## src/rtl/wdt_pkg.sv

```systemverilog
// Package: field positions and key codes shared by the watchdog modules.
// Assumes a 32-bit register with the reload value in the low bits.
package wdt_pkg;
    localparam int REG_W      = 32;
    localparam int RELOAD_W   = 24;
    localparam int PRESCALE_W = 8;
    localparam int EN_LSB     = 24;
    localparam int SVC_LSB    = 26;
    localparam int STATUS_BIT = 31;
    localparam int KEY_W      = 2;
    localparam logic [KEY_W-1:0] KEY_ARM  = 2'd1;
    localparam logic [KEY_W-1:0] KEY_FIRE = 2'd2;
endpackage

```

## src/rtl/wdt_key_seq.sv

```systemverilog
// Module: two-write key detector for one control field.
// A write with KEY_ARM arms it. The next write fires it if the field holds
// KEY_FIRE. Any write re-evaluates the arming. Idle cycles keep the state.
module wdt_key_seq
    import wdt_pkg::*;
(
    input  logic             clk,
    input  logic             rst_n,
    input  logic             wr_en,
    input  logic [KEY_W-1:0] field,
    output logic             fire
);
    logic armed;

    // Track whether the previous register write armed this field.
    always_ff @(posedge clk) begin
        if (!rst_n)
            armed <= 1'b0;
        else if (wr_en)
            armed <= (field == KEY_ARM);
    end

    // Complete the sequence on an armed write that carries the fire code.
    always_comb fire = wr_en && armed && (field == KEY_FIRE);
endmodule

```

## src/rtl/wdt_prescaler.sv

```systemverilog
// Module: free-running divider that emits a tick once every 2**W cycles
// while run is high. A clear restarts the division at zero.
module wdt_prescaler #(
    parameter int W = 8
) (
    input  logic clk,
    input  logic rst_n,
    input  logic run,
    input  logic clear,
    output logic tick
);
    logic [W-1:0] cnt;

    // Advance the divider while running; restart on clear.
    always_ff @(posedge clk) begin
        if (!rst_n)
            cnt <= '0;
        else if (clear)
            cnt <= '0;
        else if (run)
            cnt <= cnt + 1'b1;
    end

    // Tick on the last count of each period.
    always_comb tick = run && (&cnt);
endmodule

```

## src/rtl/wdt_countdown.sv

```systemverilog
// Module: reloadable countdown with a sticky expiry flag and a one-cycle pulse.
// Assumes a tick arrives only while running. Load has priority over the tick.
// A zero count expires on the next tick if the flag is still clear.
module wdt_countdown #(
    parameter int W = 24
) (
    input  logic         clk,
    input  logic         rst_n,
    input  logic         run,
    input  logic         tick,
    input  logic         load,
    input  logic [W-1:0] load_val,
    input  logic         clr_flag,
    output logic         pulse,
    output logic         flag
);
    logic [W-1:0] count;

    // Count down on ticks, reload on demand, and record expiry.
    always_ff @(posedge clk) begin
        if (!rst_n) begin
            count <= '0;
            flag  <= 1'b0;
            pulse <= 1'b0;
        end else begin
            pulse <= 1'b0;
            if (load) begin
                count <= load_val;
                flag  <= 1'b0;
            end else if (clr_flag) begin
                flag <= 1'b0;
            end else if (tick) begin
                if (count > W'(1)) begin
                    count <= count - 1'b1;
                end else if (count == W'(1)) begin
                    count <= '0;
                    flag  <= 1'b1;
                    pulse <= 1'b1;
                end else if (!flag) begin
                    flag  <= 1'b1;
                    pulse <= 1'b1;
                end
            end
        end
    end

    AST_PULSE_SINGLE: assert property (@(posedge clk) disable iff (!rst_n)
        pulse |=> !pulse);
    AST_PULSE_SETS_FLAG: assert property (@(posedge clk) disable iff (!rst_n)
        pulse |-> flag);
    AST_HOLD_WHEN_STOPPED: assert property (@(posedge clk) disable iff (!rst_n)
        (!run && !load) |=> $stable(count));
endmodule

```

## src/rtl/keyed_watchdog.sv

```systemverilog
// Module: top of the keyed watchdog. It holds the running state and the reload
// value, decodes the two key fields, and drives the prescaler and countdown.
// Assumes one write per wr_en cycle; rd_data is valid at all times.
module keyed_watchdog
    import wdt_pkg::*;
(
    input  logic             clk,
    input  logic             rst_n,
    input  logic             wr_en,
    input  logic [REG_W-1:0] wr_data,
    output logic [REG_W-1:0] rd_data,
    output logic             expire_pulse,
    output logic             timeout_flag
);
    localparam int PAD_W = STATUS_BIT - RELOAD_W;

    logic                running;
    logic [RELOAD_W-1:0] reload_q;
    logic                en_fire;
    logic                svc_fire;
    logic                do_load;
    logic                do_stop;
    logic                tick;

    wdt_key_seq u_en_key (
        .clk   (clk),
        .rst_n (rst_n),
        .wr_en (wr_en),
        .field (wr_data[EN_LSB +: KEY_W]),
        .fire  (en_fire)
    );

    wdt_key_seq u_svc_key (
        .clk   (clk),
        .rst_n (rst_n),
        .wr_en (wr_en),
        .field (wr_data[SVC_LSB +: KEY_W]),
        .fire  (svc_fire)
    );

    // Start or service loads the countdown; a toggle while running stops it.
    always_comb begin
        do_load = (en_fire && !running) || (svc_fire && running && !en_fire);
        do_stop = en_fire && running;
    end

    // Keep the running state and capture the reload value on every write.
    always_ff @(posedge clk) begin
        if (!rst_n) begin
            running  <= 1'b0;
            reload_q <= '0;
        end else if (wr_en) begin
            reload_q <= wr_data[RELOAD_W-1:0];
            if (en_fire)
                running <= !running;
        end
    end

    wdt_prescaler #(.W(PRESCALE_W)) u_pre (
        .clk   (clk),
        .rst_n (rst_n),
        .run   (running),
        .clear (do_load),
        .tick  (tick)
    );

    wdt_countdown #(.W(RELOAD_W)) u_cnt (
        .clk      (clk),
        .rst_n    (rst_n),
        .run      (running),
        .tick     (tick),
        .load     (do_load),
        .load_val (wr_data[RELOAD_W-1:0]),
        .clr_flag (do_stop),
        .pulse    (expire_pulse),
        .flag     (timeout_flag)
    );

    // Assemble the read word: status, zero pad, reload value.
    always_comb rd_data = {running, {PAD_W{1'b0}}, reload_q};

    AST_TOGGLE_NEEDS_KEY: assert property (@(posedge clk) disable iff (!rst_n)
        (running != $past(running)) |->
            ($past(wr_en) && $past(wr_data[EN_LSB +: KEY_W]) == KEY_FIRE));
    AST_FLAG_ONLY_RUNNING: assert property (@(posedge clk) disable iff (!rst_n)
        !running |-> !timeout_flag);
endmodule

```

## config.mk

```make
export PLATFORM = sky130hd
export DESIGN_NAME = keyed_watchdog
export DESIGN_NICKNAME = d
export VERILOG_FILES = /design/src/rtl/wdt_pkg.sv /design/src/rtl/wdt_key_seq.sv /design/src/rtl/wdt_prescaler.sv /design/src/rtl/wdt_countdown.sv /design/src/rtl/keyed_watchdog.sv
export SDC_FILE = /design/constraint.sdc
export NUM_CORES = 1
export LEC_CHECK = 0
export CORE_MARGIN = 5
export CORE_UTILIZATION = 30
export CTS_BUF_LIST = sky130_fd_sc_hd__clkbuf_16
export CTS_CLUSTER_SIZE = 20
export DETAILED_ROUTE_END_ITERATION = 7
export GPL_ROUTABILITY_DRIVEN = 0
export SLEW_MARGIN = 0
export SYNTH_ARGS = -nofsm -noshare
export SYNTH_HDL_FRONTEND = slang
export SYNTH_HIERARCHICAL = 1
export SYNTH_SLANG_ARGS = --single-unit
```

## constraint.sdc

```tcl
create_clock -name clk -period 6 [get_ports clk]
set_input_delay 1.2 -clock clk [delete_from_list [all_inputs] [get_ports clk]]
set_output_delay 1.2 -clock clk [all_outputs]
set_load 0.01 [all_outputs]
```

### Word-level counts from Yosys, hierarchy flattened

Index checks and enable logic that the tools add are counted.
Widths: inputs -> output; s select.

| word-level totals | value |
|---|---|
| register bits | 61 |
| input bits | 35 |
| output and inout port bits | 34 |
| logic and storage cells | 48 |

| operators by class | value |
|---|---|
| add/sub/neg operators | 2 |
| magnitude comparators | 1 |
| eq/ne operators | 6 |
| muxes and demuxes | 7 |
| bitwise logic cells | 3 |
| reduce and logical (&&, ||, !) cells | 21 |

Operators with widths:

| kind | count |
|---|---|
| $mux 24 | 5 |
| $eq 24x1->1 const B | 1 |
| $gt 24x1->1 const B | 1 |
| $sub 24x1->24 const B | 1 |
| $logic_and 1x1->1 | 9 |
| $add 8x1->8 const B | 1 |
| $reduce_and 8->1 | 1 |
| $reduce_or 5->1 | 1 |
| $eq 2x1->1 const B | 2 |
| $eq 2x2->1 const B | 2 |
| $reduce_and 2->1 | 2 |
| $not 1->1 | 3 |
| $reduce_and 3->1 | 1 |
| $reduce_bool 3->1 | 1 |
| $reduce_or 3->1 | 1 |
| $logic_not 1->1 | 2 |
| $mux 1 | 2 |
| $ne 2x2->1 const B | 1 |
| $reduce_bool 2->1 | 1 |
| $reduce_or 2->1 | 1 |
| $logic_or 1x1->1 | 1 |

### Longest topological paths before layout

| depth | value |
|---|---|
| depth after elaboration | 7 |
| mapped depth | 10 |
| gate-level depth less buffers | 8 |

### Hierarchy

The synthesis kept the hierarchy.

By module, submodules not included:

| module | instances | cells each | area each (sq um) | seq. area each (sq um) |
|---|---|---|---|---|
| wdt_countdown | 1 | 201 | 1645.3 | 520.5 |
| keyed_watchdog | 1 | 95 | 1063.5 | 500.5 |
| wdt_prescaler | 1 | 40 | 354.1 | 160.2 |
| wdt_key_seq | 2 | 5 | 50.0 | 20.0 |

### Worst setup path after synthesis

OpenSTA, ideal clock, no wires.

| timing | value |
|---|---|
| path kind | input port to flip-flop |
| from | in wr_data[24] |
| to | reg u_cnt.count[12] |
| library setup time | 0.122 ns |
| arrival | 2.946 ns |
| data required time | 5.878 ns |
| slack | 2.932 ns |
| cell stages on the path | 10 |
| buffers on the path | 2 |
| cell sequence | and4b_1 -> inv_1 -> o21ai_1 -> nor3b_1 -> and4_1 -> a21o_1 -> buf_6 -> and2_4 -> buf_6 -> a221o_1 |

| on the way | value |
|---|---|
| cells in the longest elaborated chain, start to end | 7 |
| elaborated cells on any way between the ends | 12 |
| those cells by class | eq/ne: 2; mux: 1; reduce/logical: 9 |

RTL lines:

| element | RTL line | source |
|---|---|---|
| from (decl) | keyed_watchdog.sv:10 | `input logic [REG_W-1:0] wr_data,` |
| $eq 2x2->1 * | wdt_key_seq.sv:24 | `always_comb fire = wr_en && armed && (field == KEY_FIRE);` |
| $logic_and 1x1->1 * | wdt_key_seq.sv:24 |  |
| $logic_not 1->1 | keyed_watchdog.sv:43 | `do_load = (en_fire && !running) \|\| (svc_fire && running && !en_fire);` |
| $logic_and 1x1->1 | keyed_watchdog.sv:43 |  |
| $logic_or 1x1->1 * | keyed_watchdog.sv:43 |  |
| net do_load | keyed_watchdog.sv:21 | `logic do_load;` |
| $ne 2x2->1 (no source line) (tied with other cells) | n/a |  |
| $reduce_and 3->1 (no source line) | n/a |  |
| to (signal assigned) | wdt_countdown.sv:28 | `count <= load_val;` |
| to (signal assigned) | wdt_countdown.sv:34 | `count <= count - 1'b1;` |
| to (decl) | wdt_countdown.sv:17 | `logic [W-1:0] count;` |

The timed path passes the listed nets; every way through them passes the cells marked *.
A chain may end at the register's enable or synchronous reset.

### Worst setup path in the final report

| timing | value |
|---|---|
| from | in wr_en |
| to | reg u_cnt.count[13] |

| on the way | value |
|---|---|
| cells in the longest elaborated chain, start to end | 7 |
| elaborated cells on any way between the ends | 15 |
| those cells by class | eq/ne: 1; mux: 1; reduce/logical: 13 |

RTL lines:

| element | RTL line | source |
|---|---|---|
| from (decl) | keyed_watchdog.sv:9 | `input logic wr_en,` |
| $logic_and 1x1->1 * (2 in series) | wdt_key_seq.sv:24 |  |
| net en_fire | keyed_watchdog.sv:19 | `logic en_fire;` |
| $logic_not 1->1 | keyed_watchdog.sv:43 |  |
| $logic_and 1x1->1 | keyed_watchdog.sv:43 |  |
| $logic_or 1x1->1 * | keyed_watchdog.sv:43 |  |
| net do_load | keyed_watchdog.sv:21 |  |
| $ne 2x2->1 (no source line) (tied with other cells) | n/a |  |
| $reduce_and 3->1 (no source line) | n/a |  |

Marked as above.

==> flow_summary.toml <==
[synthesis]
async_reset_ff_frac = 0
yosys_most_used_dff = "sky130_fd_sc_hd__dfxtp_1"
ys_types = 54
synth-seq-cells = 61
synth_enable_flop_cells = 0
synthesis.instances = 346
syn-mean-instance-area_um2 = 9.14
synth_warnings = 6
synth_largest_area_cell = "sky130_fd_sc_hd__dfxtp_1"
synthesis.area_mm2 = 0.00316
synth.area.top_cells = "sky130_fd_sc_hd__dfxtp_1 (39%), sky130_fd_sc_hd__mux2i_1 (8.5%), sky130_fd_sc_hd__nor2b_1 (5.1%)"
yosysSeqAreaShare = 0.386
netlist.area_leader.share = 0.386

[drt]
vias_per_cell = 5.00
post_route_drc = 0
route.antenna.remaining_nets = 0
vias = 2663
drt-total-wl_um = 7860
dr.pass1.iters = 4
detail_route.wl_per_cell_um = 14.7
detailedRoute.firstIterationViolations = 176

[sta]
maxSlewHeadroom = 0.453
timing.final.setup_violations = 0
max_slew_violation_count = 0
max_slew.worst_pin.slew_ps = 821
final_hold_viol_count = 0
setup_repair_after_global_routing_missed_its_margin = "false"
fmax_mhz = 268
totalNegativeSetupSlack_ps = 0
post-route-min-period_ps = 3730
final_setup_skew_ps = 5.76
setup_ws_ps = 2270
final.period_utilization = 0.622
tightest_hold_margin_ps = 473

[clocking]
ctsRootBufferMaster = "sky130_fd_sc_hd__clkbuf_16"
cts_inserted_buffers = 9
cts_tree = "done"
skew_pair_late_insertion_delay_ps = 330
clock-sinks = 61
clkTransAtPathRegs_ps = 50
htreeDepth = 3
cts-hold-fix-buffers = 0
cts_buffer_depth = 2
cts.repair.resized = 0
cts_setup_buffers = 0

[flow_run]
drv_cap = 0

[placed_design]
port_buffers = 57
dpl.hpwl_um = 5260
pre_cts_ws_ps = 1950

[layout]
final-seq-area_mm2 = 0.00122
n_fill_cell = 1024
antennaDiodeCount = 0
drive_above_1_share = 0.0579
multiInputGateArea_mm2 = 0.00171
design.final.nets = 430
flow.area_growth_from_synthesis_pct = 26.1

[global_route]
groute.usage.overall = 0.129
grt_pass1_wl_um = 13200
first_global_vias = 2636
grt.overflow.total = 0
antenna_violations_before_repair = 0
grt_max_degree = 38

[setup_path]
cp_max_fo = 31
critical_path_arrival_ps = 3950
cp_cell_sequence = "buf_2 -> buf_4 -> and4b_1 -> inv_1 -> o21ai_1 -> nor3b_1 -> and4_1 -> a21o_1 -> and2_4 -> a221o_1"
timing_worst_setup_path_type = "in -> reg"
setup.worst_path.end_class = "register"
slowest_delay_ps = 480
critPathSlowestCell = "sky130_fd_sc_hd__o21ai_1"
critPathLaunchType = "input pin"
critical_path_required_ps = 6220

[die]
top_level_ports = 69
initial_core_utilization = 0.306
dieHeight_um = 113
dieWidth_um = 113
placementRows = 37
dieArea_mm2 = 0.0127
core_mm2 = 0.0103

[power_and_ir_drop]
p_leak_nw = 1.64
ir_drop_mv = 0.108
p_per_area_mw_per_mm2 = 255

[hold_path]
hp-class = "reg -> reg"

[outcome]
outcome = "complete, no violations"
metrics by stage:
stage	utilization	instance area [um2]	power, mW	instances
6_report	0.386	3990	1.02	533
5_1_grt	0.386	3990	1.06	533
4_1_cts	0.386	3990	1.03	533
3_5_place_dp	0.359	3700	0.532	517
3_3_place_gp	0.359	3700	0.531	517
2_1_floorplan	-	3190	0.486	352
state kept, by name, summed over array words and instances, names as in the netlist:
name	flops
u_svc_key/armed	1
running	1
u_cnt/flag	1
u_en_key/armed	1
u_pre/cnt	8
u_cnt/pulse	1
reload_q	24
u_cnt/count	24
area by class of cell:
type	count	share of cell area
multi-input cells	254	0.428
flip-flops and latches	61	0.306
repair buffers	59	0.146
clock buffers	9	0.0565
well taps	136	0.0427
clock inverters	7	0.0147
inverters	7	0.00659
cell usage after synthesis, types with 6 or more instances:
library cell / instances
sky130_fd_sc_hd__nand4_1: 6
sky130_fd_sc_hd__dfxtp_1: 61
sky130_fd_sc_hd__inv_1: 7
sky130_fd_sc_hd__mux2i_1: 27
sky130_fd_sc_hd__nor3_1: 6
sky130_fd_sc_hd__a221o_1: 7
sky130_fd_sc_hd__o21ai_0: 13
sky130_fd_sc_hd__clkbuf_1: 8
sky130_fd_sc_hd__a32oi_1: 9
sky130_fd_sc_hd__nor2b_1: 26
sky130_fd_sc_hd__nor4_1: 9
sky130_fd_sc_hd__buf_4: 12
sky130_fd_sc_hd__nand3_1: 14
sky130_fd_sc_hd__or3_1: 9
sky130_fd_sc_hd__nor2_1: 15
sky130_fd_sc_hd__nand2_1: 28
sky130_fd_sc_hd__a21oi_1: 13
critical path, delay by kind of cell:
family	cells	cell delay, ps
buffers and inverters	3	550
AOI/OAI and AO/OA	3	1180
and+or+nand+nor	4	1000
kinds of logic after synthesis:
kind of cell / synth area share
simple gates: 0.258
compound gates: 0.163
flops: 0.386
buf+inv: 0.0815
mux: 0.0854
xor+xnor: 0.0138
fa+ha+maj: 0.0119
other cells: 0.00119
path summary, 6_finish.rpt:
kind                               start                            to  slack [ps]  depth (start not counted)
max                                wr_en  u_cnt/count[13]$_SDFFE_PN0P_        2270                         10
min reg2reg  u_en_key/armed$_SDFFE_PN0P_   u_en_key/armed$_SDFFE_PN0P_         470                          2
max reg2reg  u_en_key/armed$_SDFFE_PN0P_  u_cnt/count[13]$_SDFFE_PN0P_        3400                          8
min          u_en_key/armed$_SDFFE_PN0P_   u_en_key/armed$_SDFFE_PN0P_         470                          2
cells in the final DEF, fill, tap and decap left out, drive strengths merged, types with 9 or more instances in the layout:
| cell type | n |
|---|---|
| a21oi | 13 |
| a32oi | 9 |
| clkbuf | 9 |
| clkdlybuf4s50 | 56 |
| dfxtp | 61 |
| inv | 9 |
| mux2i | 27 |
| nand2 | 29 |
| nand3 | 15 |
| nor2 | 15 |
| nor2b | 26 |
| nor4 | 10 |
| o21ai | 16 |
| or3 | 9 |
per-layer routing:
| layer | vias up | global-route usage | part of all wire |
|---|---|---|---|
| li1 | 1356 | - | - |
| met1 | 1224 | 0.170 | 0.49 |
| met2 | 75 | 0.187 | 0.42 |
| met3 | 8 | 0.0426 | 0.079 |
| met4 | 0 | 0.0649 | 0.017 |
| met5 | - | 0 | 0 |
power breakdown:
group / internal (mW) / switching (mW)
Clock: 0.315 / 0.181
Combinational: 0.0535 / 0.0464
Sequential: 0.417 / 0.00617
Power figures use the tool's default switching activity.
